**src/rtl/watch_pkg.sv**
```systemverilog
package watch_pkg;
  localparam int unsigned PADDR_W_DEF = 36;
  localparam int unsigned WORD_LSB_DEF = 2;
  localparam int unsigned N_WATCH_DEF = 2;

  typedef enum logic [1:0] {
    ACC_FETCH = 2'd0,
    ACC_LOAD  = 2'd1,
    ACC_STORE = 2'd2,
    ACC_RSVD  = 2'd3
  } acc_type_e;

  localparam logic [4:0] CODE_IWATCH = 5'd16;
  localparam logic [4:0] CODE_DWATCH = 5'd23;

  localparam int unsigned BIT_ST_EN = 63;
  localparam int unsigned BIT_LD_EN = 62;
  localparam int unsigned BIT_IF_EN = 61;

  localparam logic [1:0] SEL_W0   = 2'd0;
  localparam logic [1:0] SEL_W1   = 2'd1;
  localparam logic [1:0] SEL_MASK = 2'd2;
endpackage

```
**src/rtl/watch_regs.sv**
```systemverilog
module watch_regs
  import watch_pkg::*;
#(
  parameter int unsigned PADDR_W  = PADDR_W_DEF,
  parameter int unsigned WORD_LSB = WORD_LSB_DEF,
  parameter int unsigned N_WATCH  = N_WATCH_DEF,
  localparam int unsigned AW = PADDR_W - WORD_LSB
) (
  input  logic                           clk_i,
  input  logic                           rst_ni,
  input  logic                           wr_en_i,
  input  logic [1:0]                     wr_sel_i,
  input  logic [63:0]                    wr_data_i,
  output logic [N_WATCH-1:0]             st_en_o,
  output logic [N_WATCH-1:0]             ld_en_o,
  output logic [N_WATCH-1:0]             if_en_o,
  output logic [N_WATCH-1:0][AW-1:0]     waddr_o,
  output logic [AW-1:0]                  mask_o,
  output logic [N_WATCH-1:0]             apply_o
);
  for (genvar g = 0; g < N_WATCH; g++) begin : g_watch
    always_ff @(posedge clk_i or negedge rst_ni) begin
      if (!rst_ni) begin
        st_en_o[g] <= 1'b0;
        ld_en_o[g] <= 1'b0;
        if_en_o[g] <= 1'b0;
        waddr_o[g] <= '0;
      end else if (wr_en_i && wr_sel_i == 2'(g)) begin
        st_en_o[g] <= wr_data_i[BIT_ST_EN];
        ld_en_o[g] <= wr_data_i[BIT_LD_EN];
        if_en_o[g] <= wr_data_i[BIT_IF_EN];
        waddr_o[g] <= wr_data_i[PADDR_W-1:WORD_LSB];
      end
    end
  end

  always_ff @(posedge clk_i or negedge rst_ni) begin
    if (!rst_ni) begin
      mask_o  <= '0;
      apply_o <= '0;
    end else if (wr_en_i && wr_sel_i == SEL_MASK) begin
      mask_o  <= wr_data_i[PADDR_W-1:WORD_LSB];
      apply_o <= wr_data_i[N_WATCH-1:0];
    end
  end
endmodule

```
**src/rtl/watch_cmp.sv**
```systemverilog
module watch_cmp
  import watch_pkg::*;
#(
  parameter int unsigned AW = PADDR_W_DEF - WORD_LSB_DEF
) (
  input  logic [1:0]    acc_type_i,
  input  logic [AW-1:0] acc_word_i,
  input  logic          st_en_i,
  input  logic          ld_en_i,
  input  logic          if_en_i,
  input  logic [AW-1:0] waddr_i,
  input  logic [AW-1:0] mask_i,
  input  logic          apply_i,
  output logic          hit_o
);
  logic [AW-1:0] care;
  logic          addr_eq;
  logic          type_ok;

  assign care    = apply_i ? ~mask_i : '1;
  assign addr_eq = ((acc_word_i ^ waddr_i) & care) == '0;

  always_comb begin
    unique case (acc_type_i)
      ACC_FETCH: type_ok = if_en_i;
      ACC_LOAD:  type_ok = ld_en_i;
      ACC_STORE: type_ok = st_en_i;
      default:   type_ok = 1'b0;
    endcase
  end

  assign hit_o = type_ok & addr_eq;
endmodule

```
**src/rtl/watch_report.sv**
```systemverilog
module watch_report
  import watch_pkg::*;
#(
  parameter int unsigned N_WATCH = N_WATCH_DEF
) (
  input  logic               clk_i,
  input  logic               rst_ni,
  input  logic               acc_valid_i,
  input  logic [1:0]         acc_type_i,
  input  logic [N_WATCH-1:0] hit_i,
  output logic               exc_o,
  output logic [4:0]         exc_code_o,
  output logic [N_WATCH-1:0] exc_watch_o
);
  logic       fire;
  logic [4:0] code_d;

  assign fire   = acc_valid_i & (|hit_i);
  // one access per cycle: a fetch hit outranks any data hit
  assign code_d = (acc_type_i == ACC_FETCH) ? CODE_IWATCH : CODE_DWATCH;

  always_ff @(posedge clk_i or negedge rst_ni) begin
    if (!rst_ni) begin
      exc_o       <= 1'b0;
      exc_code_o  <= '0;
      exc_watch_o <= '0;
    end else begin
      exc_o       <= fire;
      exc_code_o  <= fire ? code_d : '0;
      exc_watch_o <= fire ? hit_i : '0;
    end
  end
endmodule

```
**src/rtl/watch_match_unit.sv**
```systemverilog
module watch_match_unit
  import watch_pkg::*;
#(
  parameter int unsigned PADDR_W  = PADDR_W_DEF,
  parameter int unsigned WORD_LSB = WORD_LSB_DEF,
  localparam int unsigned N_WATCH = 2,
  localparam int unsigned AW      = PADDR_W - WORD_LSB
) (
  input  logic               clk_i,
  input  logic               rst_ni,
  input  logic               wr_en_i,
  input  logic [1:0]         wr_sel_i,
  input  logic [63:0]        wr_data_i,
  input  logic               acc_valid_i,
  input  logic [1:0]         acc_type_i,
  input  logic [PADDR_W-1:0] acc_addr_i,
  output logic               exc_o,
  output logic [4:0]         exc_code_o,
  output logic [1:0]         exc_watch_o
);
  logic [N_WATCH-1:0]         st_en, ld_en, if_en, apply, hit;
  logic [N_WATCH-1:0][AW-1:0] waddr;
  logic [AW-1:0]              mask;

  watch_regs #(.PADDR_W(PADDR_W), .WORD_LSB(WORD_LSB), .N_WATCH(N_WATCH)) u_regs (
    .clk_i, .rst_ni, .wr_en_i, .wr_sel_i, .wr_data_i,
    .st_en_o(st_en), .ld_en_o(ld_en), .if_en_o(if_en),
    .waddr_o(waddr), .mask_o(mask), .apply_o(apply)
  );

  for (genvar g = 0; g < N_WATCH; g++) begin : g_cmp
    watch_cmp #(.AW(AW)) u_cmp (
      .acc_type_i (acc_type_i),
      .acc_word_i (acc_addr_i[PADDR_W-1:WORD_LSB]),
      .st_en_i    (st_en[g]),
      .ld_en_i    (ld_en[g]),
      .if_en_i    (if_en[g]),
      .waddr_i    (waddr[g]),
      .mask_i     (mask),
      .apply_i    (apply[g]),
      .hit_o      (hit[g])
    );
  end

  watch_report #(.N_WATCH(N_WATCH)) u_report (
    .clk_i, .rst_ni, .acc_valid_i, .acc_type_i,
    .hit_i(hit), .exc_o, .exc_code_o, .exc_watch_o
  );
endmodule

```
**config.mk**
```make
export PLATFORM = sky130hd
export DESIGN_NAME = watch_match_unit
export DESIGN_NICKNAME = d
export VERILOG_FILES = /design/src/rtl/watch_pkg.sv /design/src/rtl/watch_regs.sv /design/src/rtl/watch_cmp.sv /design/src/rtl/watch_report.sv /design/src/rtl/watch_match_unit.sv
export SDC_FILE = /design/constraint.sdc
export NUM_CORES = 1
export LEC_CHECK = 0
export BUFFER_PORTS_ARGS = -buffer_cell sky130_fd_sc_hd__buf_2
export CORE_ASPECT_RATIO = 1.4
export CORE_MARGIN = 2
export CORE_UTILIZATION = 60
export DETAILED_ROUTE_END_ITERATION = 10
export PLACE_DENSITY = 0.91
export SETUP_SLACK_MARGIN = 0.3
export SYNTH_ARGS = -nofsm -noshare
export SYNTH_HDL_FRONTEND = slang
export SYNTH_HIERARCHICAL = 1
export SYNTH_SLANG_ARGS = --single-unit
export TNS_END_PERCENT = 100
```
**constraint.sdc**
```tcl
create_clock -name clk_i -period 4.4 [get_ports clk_i]
set_input_delay 0.88 -clock clk_i [delete_from_list [all_inputs] [get_ports clk_i]]
set_output_delay 0.88 -clock clk_i [all_outputs]
set_load 0.05 [all_outputs]
```
=== After elaboration in Yosys (flattened, before gate mapping) ===
Cells that the tools add are included.

* Equal/unequal tests: 4
* Muxes and demuxes: 7
* Bitwise logic cells: 8
* Reduce and logical (&&, ||, !) cells: 8

{| class="wikitable"
|+ Operators by type and width
! kind !! count
|-
| 34-bit AND || 2
|-
| 34-bit zero test || 2
|-
| 34-bit two-way mux || 2
|-
| 34-bit bitwise XOR || 2
|-
| 34-bit inverter || 1
|-
| 1-bit case mux with 3 select lines || 2
|-
| 5-bit two-way mux || 1
|-
| 2-bit by 1-bit equality test with 1-bit output (second input constant) || 2
|-
| 2-bit equality test (second input constant) || 2
|-
| 2-bit zero test || 2
|-
| 1-bit AND || 3
|-
| 1-bit logical AND || 3
|-
| 3-bit two-way mux || 1
|-
| 2-bit two-way mux || 1
|-
| 2-bit OR reduction || 1
|}

* Register bits: 118
* Input port bits: 108
* Word-level logic and storage cells: 40

=== Longest topological paths before layout ===
Gate-level depths: netlist (run 1).

* Depth in word-level cells: 8
* Gate-level depth with buffers: 6
* Mapped depth without buffers: 6

=== Modules after synthesis ===
The synthesis (run 1) kept the hierarchy.

{| class="wikitable"
|+ By module, submodules not included
! module !! instances !! cells each !! area each (um^2) !! seq. area each (um^2)
|-
| watch_regs || 1 || 235 || 4,443.0 || 2,752.6
|-
| watch_cmp || 2 || 81 || 590.6 || 0.0
|-
| watch_report || 1 || 13 || 165.2 || 100.1
|}

=== Worst setup path after synthesis (run 1) ===
No wires, ideal clock.

* Path kind: input to register
* Start point: input port acc_addr_i[11]
* End point: register u_report.exc_code_o[2]
* Library setup time: 0.068 ns
* Data arrival time: 2.042 ns
* Data required time: 4.332 ns
* Slack: 2.291 ns
* Stages: 6
* Buffers on the path: 0
* Cells stage by stage: xnor2_1 -> nand4_1 -> nor4_1 -> a41oi_1 -> nor4_1 -> o221a_1

* Word-level cells in the longest chain between the ends: 7

{| class="wikitable"
|+ Ends and longest elaborated chain
! what !! line !! source
|-
| from (decl) || watch_match_unit.sv:16 || <nowiki>input logic [PADDR_W-1:0] acc_addr_i,</nowiki>
|-
| 34-bit bitwise XOR || watch_cmp.sv:21 || <nowiki>assign addr_eq = ((acc_word_i ^ waddr_i) & care) == '0;</nowiki>
|-
| 34-bit AND || watch_cmp.sv:21 ||
|-
| 34-bit zero test || watch_cmp.sv:21 ||
|-
| 1-bit AND || watch_cmp.sv:32 || <nowiki>assign hit_o = type_ok & addr_eq;</nowiki>
|-
| net hit[0] || watch_match_unit.sv:21 || <nowiki>logic [N_WATCH-1:0] st_en, ld_en, if_en, apply, hit;</nowiki>
|-
| 2-bit OR reduction || watch_report.sv:18 || <nowiki>assign fire = acc_valid_i & (|hit_i);</nowiki>
|-
| 1-bit AND || watch_report.sv:18 ||
|-
| 5-bit two-way mux || watch_report.sv:29 || <nowiki>exc_code_o <= fire ? code_d : '0;</nowiki>
|-
| to (signal assigned) || watch_report.sv:29 ||
|-
| to (decl) || watch_report.sv:12 || <nowiki>output logic [4:0] exc_code_o,</nowiki>
|}

The timed path passes the listed nets, and every way through them passes these cells.
A chain may end at the register's enable or synchronous reset.

=== Worst setup path after layout (run 1) ===
* Start point: input port acc_addr_i[6]
* End point: register u_report.exc_code_o[2]

The elaborated chain is that of the path after synthesis.

==> summary.md, run 1 <==
| Metric | Value |
|---|---|
| Status | complete, no violations |
| Clock slew seen by the registers of the worst setup and hold paths | 0.05 ns |
| Mapped Area | 5789 sq um |
| Setup CP Type | primary input to flip-flop |
| Setup repair bufs after CTS | 0 |
| Clk Latency, worst-skew pair | 0.41 ns |
| Clock sink count | 114 |
| Root Driver | clkbuf_16 |
| Flop-to-flop setup slack | 1.90 ns |
| # rows | 42 |
| Remaining antenna violation count | 0 |
| Worst vdd ir | 0.3147 mV |
| Worst endpoint required time | 4.74 ns |
| All-layer global routing usage | 0.2889 |
| Share of cells above drive strength 1 | 0.4642 |
| Non-Filler Instances | 628 |
| R2R depth | 6 |
| Placed Area | 6183 sq um |
| Hold Path End | u_regs/st_en_o[0] |
| Initial Util | 0.6155 |
| Fin area | 6819 sq um |
| Post-synth top area share | 0.4928 |
| CP Launch Type | primary input |
| Top-count cell post-synth | dfrtp_1 |
| Post-DP HPWL | 9208 um |
| CP Data Arrival Time | 3.02 ns |
| Chip width | 87.02 um |
| Slew @ Worst Pin | 1.094 ns |
| CTS buffer count | 17 |
| Post-synth EDFFs | 0 |
| Routed len/inst | 22.36 um |
| I/O pins | 116 |
| Vias in the first global route | 4257 |
| Final Wtd Congestion | 0.8549 |
| Peak fanout along the critical path | 3 |
| Endpoints failing hold | 0 |
| First-pass GRT wire length | 22410 um |
| Area of the multi-input gates | 2725 sq um |
| Max Cap Violations | 0 |
| Min-delay src | u_regs/st_en_o[0] |
| Pwr dens | 528.3 nW/um^2 |
| Commonest cells in the netlist | dfrtp_1 (114), mux2_4 (63), xnor2_1 (58), mux2_2 (47), o22ai_1 (26) |
| Reg2Reg Capture Point | u_report/exc_code_o[2] |
| YS warnings | 6 |
| Avg Inst Size Synth | 14.12 sq um |
| Reg-to-Reg Start | u_regs/waddr_o[4] |
| Sequential share of the synthesized area | 0.4928 |
| Die area | 10460 sq um |
| Router iterations before antenna repair | 5 |
| Number of port buffers | 87 |
| Ys flop type | dfrtp_1 |
| Max Fclk | 0.3743 GHz |
| Count of pins over their slew limit | 0 |
| Asr flop ratio synth | 1.000 |
| Area leader, netlist | dfrtp_1 |
| Overflow after GRT | 0 |
| Die Ht | 120.2 um |
| Hold depth | 1 |
| Post-layout minimum cycle time | 2.672 ns |
| Storage element area | 2853 sq um |
| Post-cts resize count | 0 |
| Largest net degree at the start of global routing | 89 |
| Initial antenna violation count | 1 |
| CTS max path bufs | 2 |
| CTS Hold Bufs | 0 |
| Vias/cell | 6.213 |
| Worst setup EP type | flip-flop |
| Fillers | 566 |
| TNS Setup | 0 ns |
| Synth Instances | 410 |
| Hold Crit Class | flip-flop to flip-flop |
| Final period utilization | 0.6072 |
| Setup Skew | 0.006457 ns |
| TritonCTS clock tree | yes |
| DRT Wirelength | 14040 um |
| Area of the core | 9407 sq um |
| Synth Register Bits | 114 |
| Nets | 612 |
| Syn Nets | 518 |
| Unrepaired setup endpoints after global routing | false |
| Leading post-synthesis cells by cell area | dfrtp_1 (49%), mux2_4 (16%), mux2_2 (9.1%), xnor2_1 (8.8%), o22ai_1 (2.8%) |
| DR vias | 3902 |
| H-tree depth | 4 |
| DRC | 0 |
| Inst Count DP | 595 |
| Area Growth Syn to Fin | 17.79% |
| Iter 0 DRT Violations | 382 |
| Cell variety after synth | 28 |
| P_leak | 3.118 nW |
| Slew headroom | 0.2706 |
| Final setup vio count | 0 |
| Worst hold slack | 0.5149 ns |
==> per-layer routing <==
metal  vias to the layer above  track usage  share of wire
met5                         -            0              0
met4                         0       0.1504          0.039
met3                        40      0.06621          0.069
met2                       206       0.4723           0.51
met1                      1978       0.3530           0.38
li1                       1678            -              -
==> through the flow <==
stage	power, mW	setup slack, ns	util
2_1_floorplan	1.908	2.291	-
3_3_place_gp	2.087	1.567	0.6574
3_5_place_dp	2.134	1.372	0.6574
4_1_cts	3.596	1.838	0.7247
5_1_grt	3.721	1.645	0.7249
6_report	3.602	1.728	0.7249
==> worst max-delay path, stage by stage <==
cell and delay, ns:
buf_2 0.12, xnor2_1 0.36, o2bb2ai_1 0.16, a221oi_2 0.29, nand4_1 0.15, nor4_1 0.74
o221a_1 0.32
==> kinds of logic after synthesis <==
family                    share of synthesized area
AOI/OAI and AO/OA                           0.06246
xor gates and xnor gates                    0.09985
buffers and inverters                       0.03761
DFF                                          0.4928
muxes                                        0.2583
other                                     0.0006477
and+or+nand+nor                             0.04841
==> worst max path at each step <==
stage / from / end / slack (ns) / cells past startpoint
5_1_grt: acc_addr_i[10] / u_report/exc_code_o[2] / 1.64 / 7
6_report: acc_addr_i[6] / u_report/exc_code_o[2] / 1.73 / 7
4_1_cts: acc_addr_i[15] / u_report/exc_code_o[2] / 1.84 / 7
2_1_floorplan: acc_addr_i[11] / u_report/exc_code_o[2] / 2.29 / 6
3_5_place_dp: acc_addr_i[15] / u_report/exc_code_o[2] / 1.37 / 7
3_3_place_gp: acc_addr_i[15] / u_report/exc_code_o[2] / 1.57 / 7
==> sequential cells by signal, indices dropped and copies added (netlist names) <==
| name | flops |
|---|---|
| u_regs/apply_o | 2 |
| u_report/exc_watch_o | 2 |
| u_regs/mask_o | 34 |
| u_regs/if_en_o | 2 |
| u_regs/st_en_o | 2 |
| u_regs/waddr_o | 68 |
| u_regs/ld_en_o | 2 |
| u_report/exc_code_o | 2 |
==> area by class of cell <==
type / count / share of cell area
Sequential cell: 114 / 0.4183
Antenna cell: 1 / 0.0003670
Clock inverter: 11 / 0.02239
Tap cell: 110 / 0.02018
Timing Repair Buffer: 91 / 0.06862
Clock buffer: 21 / 0.07046
Multi-Input combinational cell: 280 / 0.3996
==> cell usage in the layout (no fill, tap or decap), drive strengths merged <==
cell type,n
dfrtp,114
mux2,110
buf,91
xnor2,58
o22ai,26
clkbuf,21
nand2,12
nor2,10
nand3,10
xor2,8
nand4,8
o21ai,8
clkinv,5
a221oi,4
nand3b,4
nor4,4
clkinvlp,3
bufinv,3
a2bb2oi,2
o2bb2ai,2
a211oi,2
mux2i,2
and4,2
a41oi,2
and2,2
diode,1
nor3b,1
o21a,1
o221a,1
conb,1
==> power by group <==
| group | switching [mW] | internal, mW |
|---|---|---|
| sequential | 0.172 | 1.24 |
| combinational | 0.336 | 0.409 |
| clock | 0.490 | 0.952 |
| total | 0.998 | 2.60 |
No activity file was read; power rests on OpenSTA's default activity.
==> run 2: changes to the inputs <==
- ABC_AREA: unset -> 1
- CORE_UTILIZATION: 60 -> 51
- PLACE_DENSITY: 0.91 -> 0.82
- clock period: 4.4 -> 2.41 ns (I/O delays scaled with it)
==> summary.md, run 2 <==
| Metric | Value |
|---|---|
| CP peak stage delay | 0.38 ns |
| Post-synthesis compound-gate area fraction | 0.01064 |
| Final setup margin | 0.5894 ns |
| Top Family by Delay on Critical Path | simple AND/OR/NAND/NOR gates |
| Overflow after GRT | 0 |
| Reg-to-Reg Start | u_regs/apply_o[0] |
| Worst Path Buf+Inv | 1 |
| CTS Hold Bufs | 0 |
| Sequential share of the synthesized area | 0.4412 |
| Asr flop ratio synth | 1.000 |
| Vias in the first global route | 6021 |
| Share of cells above drive strength 1 | 0.1548 |
| Cell mode on critical path | nand2_1 |
| Initial Util | 0.5227 |
| # rows | 48 |
| TNS Setup | 0 ns |
| DRT Wirelength | 18310 um |
| Mapped Area | 6466 sq um |
| Area of the core | 12370 sq um |
| Place WS | 0.4741 ns |
| Pwr dens | 793.3 nW/um^2 |
| Max reg flops | 68 |
| Number of port buffers | 87 |
| Final Wtd Congestion | 0.8804 |
| Post-synth top area share | 0.4412 |
| P_leak | 4.216 nW |
| YS warnings | 6 |
| Area Growth Syn to Fin | 15.71% |
| Fillers | 1100 |
| Avg Inst Size Synth | 7.036 sq um |
| Flop-to-flop setup slack | 0.59 ns |
| Root Driver | clkbuf_16 |
| CP Depth | 11 |
| Remaining antenna violation count | 0 |
| Leading post-synthesis cells by cell area | dfrtp_1 (44%), nand2_1 (26%), nand4_1 (7.3%), nand3_1 (6.6%), inv_1 (4.1%) |
| Critical-path top delay cell | dfrtp_1 |
| Synth Area in XOR/XNOR | 0.01084 |
| Post-DP HPWL | 11650 um |
| Final setup vio count | 0 |
| Most frequent cells in the layout | nand2_1 (445), dfrtp_1 (114), nand3_1 (85), buf_2 (85), nand4_1 (75) |
| Iter 0 DRT Violations | 506 |
| Vias/cell | 5.540 |
| Post-synth EDFFs | 0 |
| Peak fanout along the critical path | 26 |
| Nets | 1099 |
| Router iterations before antenna repair | 7 |
| CTS max path bufs | 2 |
| CTS buffer count | 17 |
| DRC | 0 |
| Die Ht | 137.2 um |
| All-layer global routing usage | 0.2755 |
| Clock sink count | 114 |
| Max Fclk | 0.5493 GHz |
| Worst endpoint required time | 2.75 ns |
| Worst setup EP type | flip-flop |
| I/O pins | 116 |
| Reg2Reg Capture Point | u_report/exc_code_o[2] |
| Unrepaired setup endpoints after global routing | false |
| Slew headroom | 0.5378 |
| Most common cell after layout, fill and taps aside | nand2_1 |
| Endpoints failing hold | 0 |
| Regs by FF count | u_regs/waddr_o (68), u_regs/mask_o (34) |
| Slew @ Worst Pin | 0.6932 ns |
| DR vias | 6388 |
| Adder-cell share of the synthesized area | 0 |
| Post-layout minimum cycle time | 1.821 ns |
| Clock slew seen by the registers of the worst setup and hold paths | 0.05 ns |
| CP endpoint | u_report/exc_code_o[2] |
| CP Launch Type | flip-flop |
| Synth Instances | 919 |
| Initial antenna violation count | 2 |
| Post-Synth Simple-Gate Area | 0.4383 |
| Syn Nets | 1027 |
| Top-count cell post-synth | nand2_1 |
| Setup CP Type | flip-flop to flip-flop |
| Crit. Startpoint | u_regs/apply_o[0] |
| Status | complete, no violations |
| Chip width | 99.17 um |
| Largest family of logic cells by synthesized area | simple AND/OR/NAND/NOR gates |
| Worst vdd ir | 0.4194 mV |
| R2R depth | 11 |
| Synth Register Bits | 114 |
| Post-cts resize count | 0 |
| Cell variety after synth | 21 |
| Die area | 13610 sq um |
| Routed len/inst | 15.88 um |
| Largest net degree at the start of global routing | 65 |
| Count of pins over their slew limit | 0 |
| Commonest cells in the netlist | nand2_1 (445), dfrtp_1 (114), nand3_1 (85), nand4_1 (75), inv_1 (71) |
| Hold Crit Class | primary input to asynchronous set/reset pin |
| CP Data Arrival Time | 2.16 ns |
| Area leader, netlist | dfrtp_1 |
| H-tree depth | 4 |
| Worst path cell trace | buf_12 > nand2_1 > nand3_1 > nand2_1 > nor2_1 > nand2_1 > nor2_1 > nand2_1 > nor2_1 > nand2_1 > a21oi_2 |
| TritonCTS clock tree | yes |
| Post-synthesis mux area share | 0 |
| Ys flop type | dfrtp_1 |
| Setup repair bufs after CTS | 0 |
| Register with the most flip-flops | u_regs/waddr_o |
| Setup Skew | 0.008216 ns |
| First-pass GRT wire length | 29180 um |
| Max Cap Violations | 0 |
| Final period utilization | 0.7554 |
| Clk Latency, worst-skew pair | 0.41 ns |
==> run 2: cell count changes in the layout (fill, tap and decap cells not counted), moves of 12 or more <==
cell and change:
nand2_1 +433, nand3_1 +75, inv_1 +71, nand4_1 +67
mux2_4 -63, xnor2_1 -58, mux2_2 -47, nor2_1 +25
o22ai_1 -22, or2_2 +14, buf_4 +12
==> run 2: cells by family after synthesis <==
| logic type | count (synthesis) |
|---|---|
| AOI/OAI and AO/OA | 11 |
| xor gates and xnor gates | 8 |
| buffers and inverters | 125 |
| DFF | 114 |
| other | 1 |
| and+or+nand+nor | 660 |
==> run 2: how the worst min path moves through the flow <==
stage	startpoint	to	slack (ns)	cells after the start
2_1_floorplan	rst_ni	u_regs/apply_o[0]	0.19	0
3_3_place_gp	u_regs/if_en_o[1]	u_regs/if_en_o[1]	0.46	2
3_5_place_dp	u_regs/st_en_o[1]	u_regs/st_en_o[1]	0.46	2
4_1_cts	rst_ni	u_regs/waddr_o[40]	0.04	1
5_1_grt	rst_ni	u_regs/waddr_o[41]	0.06	1
6_report	rst_ni	u_regs/waddr_o[41]	0.04	1
==> run 2: stage by stage <==
stage	utilization	hold slack (ns)	area, sq um	total power [mW]	instances
4_1_cts	0.6044	0.04326	7477	5.930	1151
3_5_place_dp	0.5596	0.4585	6923	3.571	1122
5_1_grt	0.6046	0.06276	7480	6.215	1152
3_3_place_gp	0.5596	0.4583	6923	3.527	1122
2_1_floorplan	-	0.1864	6466	3.198	919
6_report	0.6048	0.03631	7482	5.936	1153
==> run 2: final cells by class <==
class | count | area, sq um | share of cell area
clock inverters | 5 | 52.55 | 0.007023
inverters | 72 | 270.3 | 0.03612
clock buffers | 24 | 501.7 | 0.06706
flip-flops and latches | 114 | 2853 | 0.3813
repair buffers | 106 | 633.1 | 0.08462
well taps | 150 | 187.7 | 0.02508
multi-input cells | 680 | 2979 | 0.3982
diodes | 2 | 5.005 | 0.0006689
==> run 2: per-layer routing <==
metal  GRT usage  share of wire  vias up
li1            -              -     3055
met1      0.3268           0.37     2975
met2      0.4741           0.51      310
met3     0.06038          0.082       48
met4      0.1332          0.034        0
met5           0              0        -
==> run 2: power by group <==
part           switching (mW)  internal [mW]
Sequential              0.229           2.21
Combinational           0.713          0.420
Clock                   0.831           1.53
==> run 3: changes to the inputs <==
- CORE_UTILIZATION: 51 -> 57
- PLACE_DENSITY: 0.82 -> 0.86
- clock period: 2.41 -> 1.9 ns (I/O delays scaled with it)
==> summary.md, run 3 (synthesized netlist as in run 2, its figures left out) <==
| Metric | Value |
|---|---|
| Setup CP Type | flip-flop to flip-flop |
| Fillers | 889 |
| Met1 usage | 0.3543 |
| Hold Crit Class | primary input to flip-flop |
| Clock slew seen by the registers of the worst setup and hold paths | 0.06 ns |
| Vias in the first global route | 6359 |
| H-tree depth | 4 |
| Final Power | 8.270 mW |
| Iter 0 DRT Violations | 668 |
| Overflow after GRT | 0 |
| Number of port buffers | 87 |
| GR Util met3 | 0.06928 |
| GRT busiest layer | met2 |
| P_leak | 4.344 nW |
| Register with the most flip-flops | u_regs/waddr_o |
| Setup Skew | 0.004859 ns |
| Vias/cell | 5.708 |
| Root Driver | clkbuf_16 |
| Min-delay src | wr_data_i[63] |
| CP Launch Type | flip-flop |
| Status | complete, no violations |
| First-pass GRT wire length | 30030 um |
| Max reg flops | 68 |
| Count of pins over their slew limit | 0 |
| CTS max path bufs | 2 |
| Peak fanout along the critical path | 12 |
| Worst endpoint required time | 2.25 ns |
| Worst vdd ir | 0.6631 mV |
| Max Cap Violations | 0 |
| Most frequent cells in the layout | nand2_1 (442), dfrtp_1 (112), buf_2 (85), nand3_1 (84), nand4_1 (75) |
| TritonCTS clock tree | yes |
| CTS buffer count | 17 |
| Worst hold slack | 0.2147 ns |
| Final period utilization | 0.8988 |
| Initial antenna violation count | 1 |
| Hold Path End | u_regs/st_en_o[0] |
| Clock sink count | 114 |
| Slew @ Worst Pin | 0.5274 ns |
| R2R depth | 11 |
| Worst setup EP type | flip-flop |
| Regs by FF count | u_regs/waddr_o (68), u_regs/mask_o (34) |
| Initial Util | 0.5761 |
| DRT Wirelength | 19130 um |
| Slew headroom | 0.6484 |
| Remaining antenna violation count | 0 |
| Clk Latency, worst-skew pair | 0.42 ns |
| I/O pins | 116 |
| Area of the core | 11220 sq um |
| Chip width | 94.02 um |
| Post-layout minimum cycle time | 1.708 ns |
| Unrepaired setup endpoints after global routing | true |
| Nets | 1110 |
| M2 GR Usage | 0.5592 |
| Max Fclk | 0.5856 GHz |
| Storage element area | 2855 sq um |
| Area of the multi-input gates | 3007 sq um |
| # rows | 46 |
| Crit. Startpoint | u_regs/apply_o[1] |
| Most common cell after layout, fill and taps aside | nand2_1 |
| Flop-to-flop setup slack | 0.19 ns |
| Die area | 12220 sq um |
| Pwr dens | 1063 nW/um^2 |
| Final Wtd Congestion | 0.8584 |
| Endpoints failing hold | 0 |
| Router iterations before antenna repair | 6 |
| Final setup vio count | 0 |
| DRC | 0 |
| All-layer global routing usage | 0.3205 |
| Area Growth Syn to Fin | 20.34% |
| Reg-to-Reg Start | u_regs/apply_o[1] |
| Share of cells above drive strength 1 | 0.1773 |
| TNS Setup | 0 ns |
| DR vias | 6621 |
| Hold depth | 3 |
| Reg2Reg Capture Point | u_report/exc_code_o[2] |
| Routed len/inst | 16.49 um |
| Largest net degree at the start of global routing | 47 |
| Post-DP HPWL | 11900 um |
| CP Data Arrival Time | 2.06 ns |
| Die Ht | 130.0 um |
run 3: how the worst max path moves through the flow:
| stage | endpoint | slack (ns) | cells after the start |
|---|---|---|---|
| floorplan | u_report/exc_code_o[2] | 0.56 | 12 |
| global placement | u_report/exc_code_o[2] | 0.15 | 9 |
| detailed placement | u_report/exc_code_o[2] | 0.11 | 9 |
| CTS | u_report/exc_code_o[2] | 0.25 | 12 |
| global route | u_report/exc_code_o[2] | 0.1 | 12 |
| finish | u_report/exc_code_o[2] | 0.19 | 11 |
run 3: final cells by class:
type | count | area share
clock buffers | 20 | 0.05998
diodes | 1 | 0.0003216
multi-input cells | 680 | 0.3864
flip-flops and latches | 114 | 0.3669
repair buffers | 117 | 0.1023
clock inverters | 12 | 0.02621
inverters | 72 | 0.03473
well taps | 144 | 0.02315
run 3: metal layers:
layer,wire [um],up-vias
li1,-,3086
met1,6583,3019
met2,9786,403
met3,1606,113
met4,1154,0
met5,0,-
run 3: what timing repair did:
action / CTS / global route
cloned: 2 / 1
buffers inserted: 1 / 1
resized for setup: 9 / 6
endpoints found under the setup margin: 4 / 4
hold buffers: 1 / 0
endpoints found under the hold margin: 31 / 0
pin swaps: 2 / 11
run 3: power breakdown:
group | internal, mW | total [mW] | switching [mW]
Sequential | 2.81 | 3.11 | 0.302
Clock | 2.43 | 3.58 | 1.15
Combinational | 0.616 | 1.58 | 0.964
Total | 5.86 | 8.27 | 2.41
run 3: critical path, stage by stage (launching register included):
cell and delay [ns]:
dfrtp_2 0.43, buf_12 0.16, nand2_1 0.07, nand3_1 0.11, nand2_1 0.08, nor2_2 0.17, nand2_1 0.10, nor2_1 0.10
nand2_1 0.07, nor2_2 0.14, nand2_2 0.09, a21oi_2 0.12
run 3: per-stage QoR:
step                      std cells  area, sq um  setup WS (ns)  utilization
after CTS                      1157         7732         0.2511       0.6890
after floorplan                 919         6466         0.5597            -
after global routing           1160         7781        0.09781       0.6933
after detailed placement       1121         6953         0.1098       0.6195
final                          1160         7781         0.1923       0.6933
after global placement         1121         6953         0.1470       0.6195
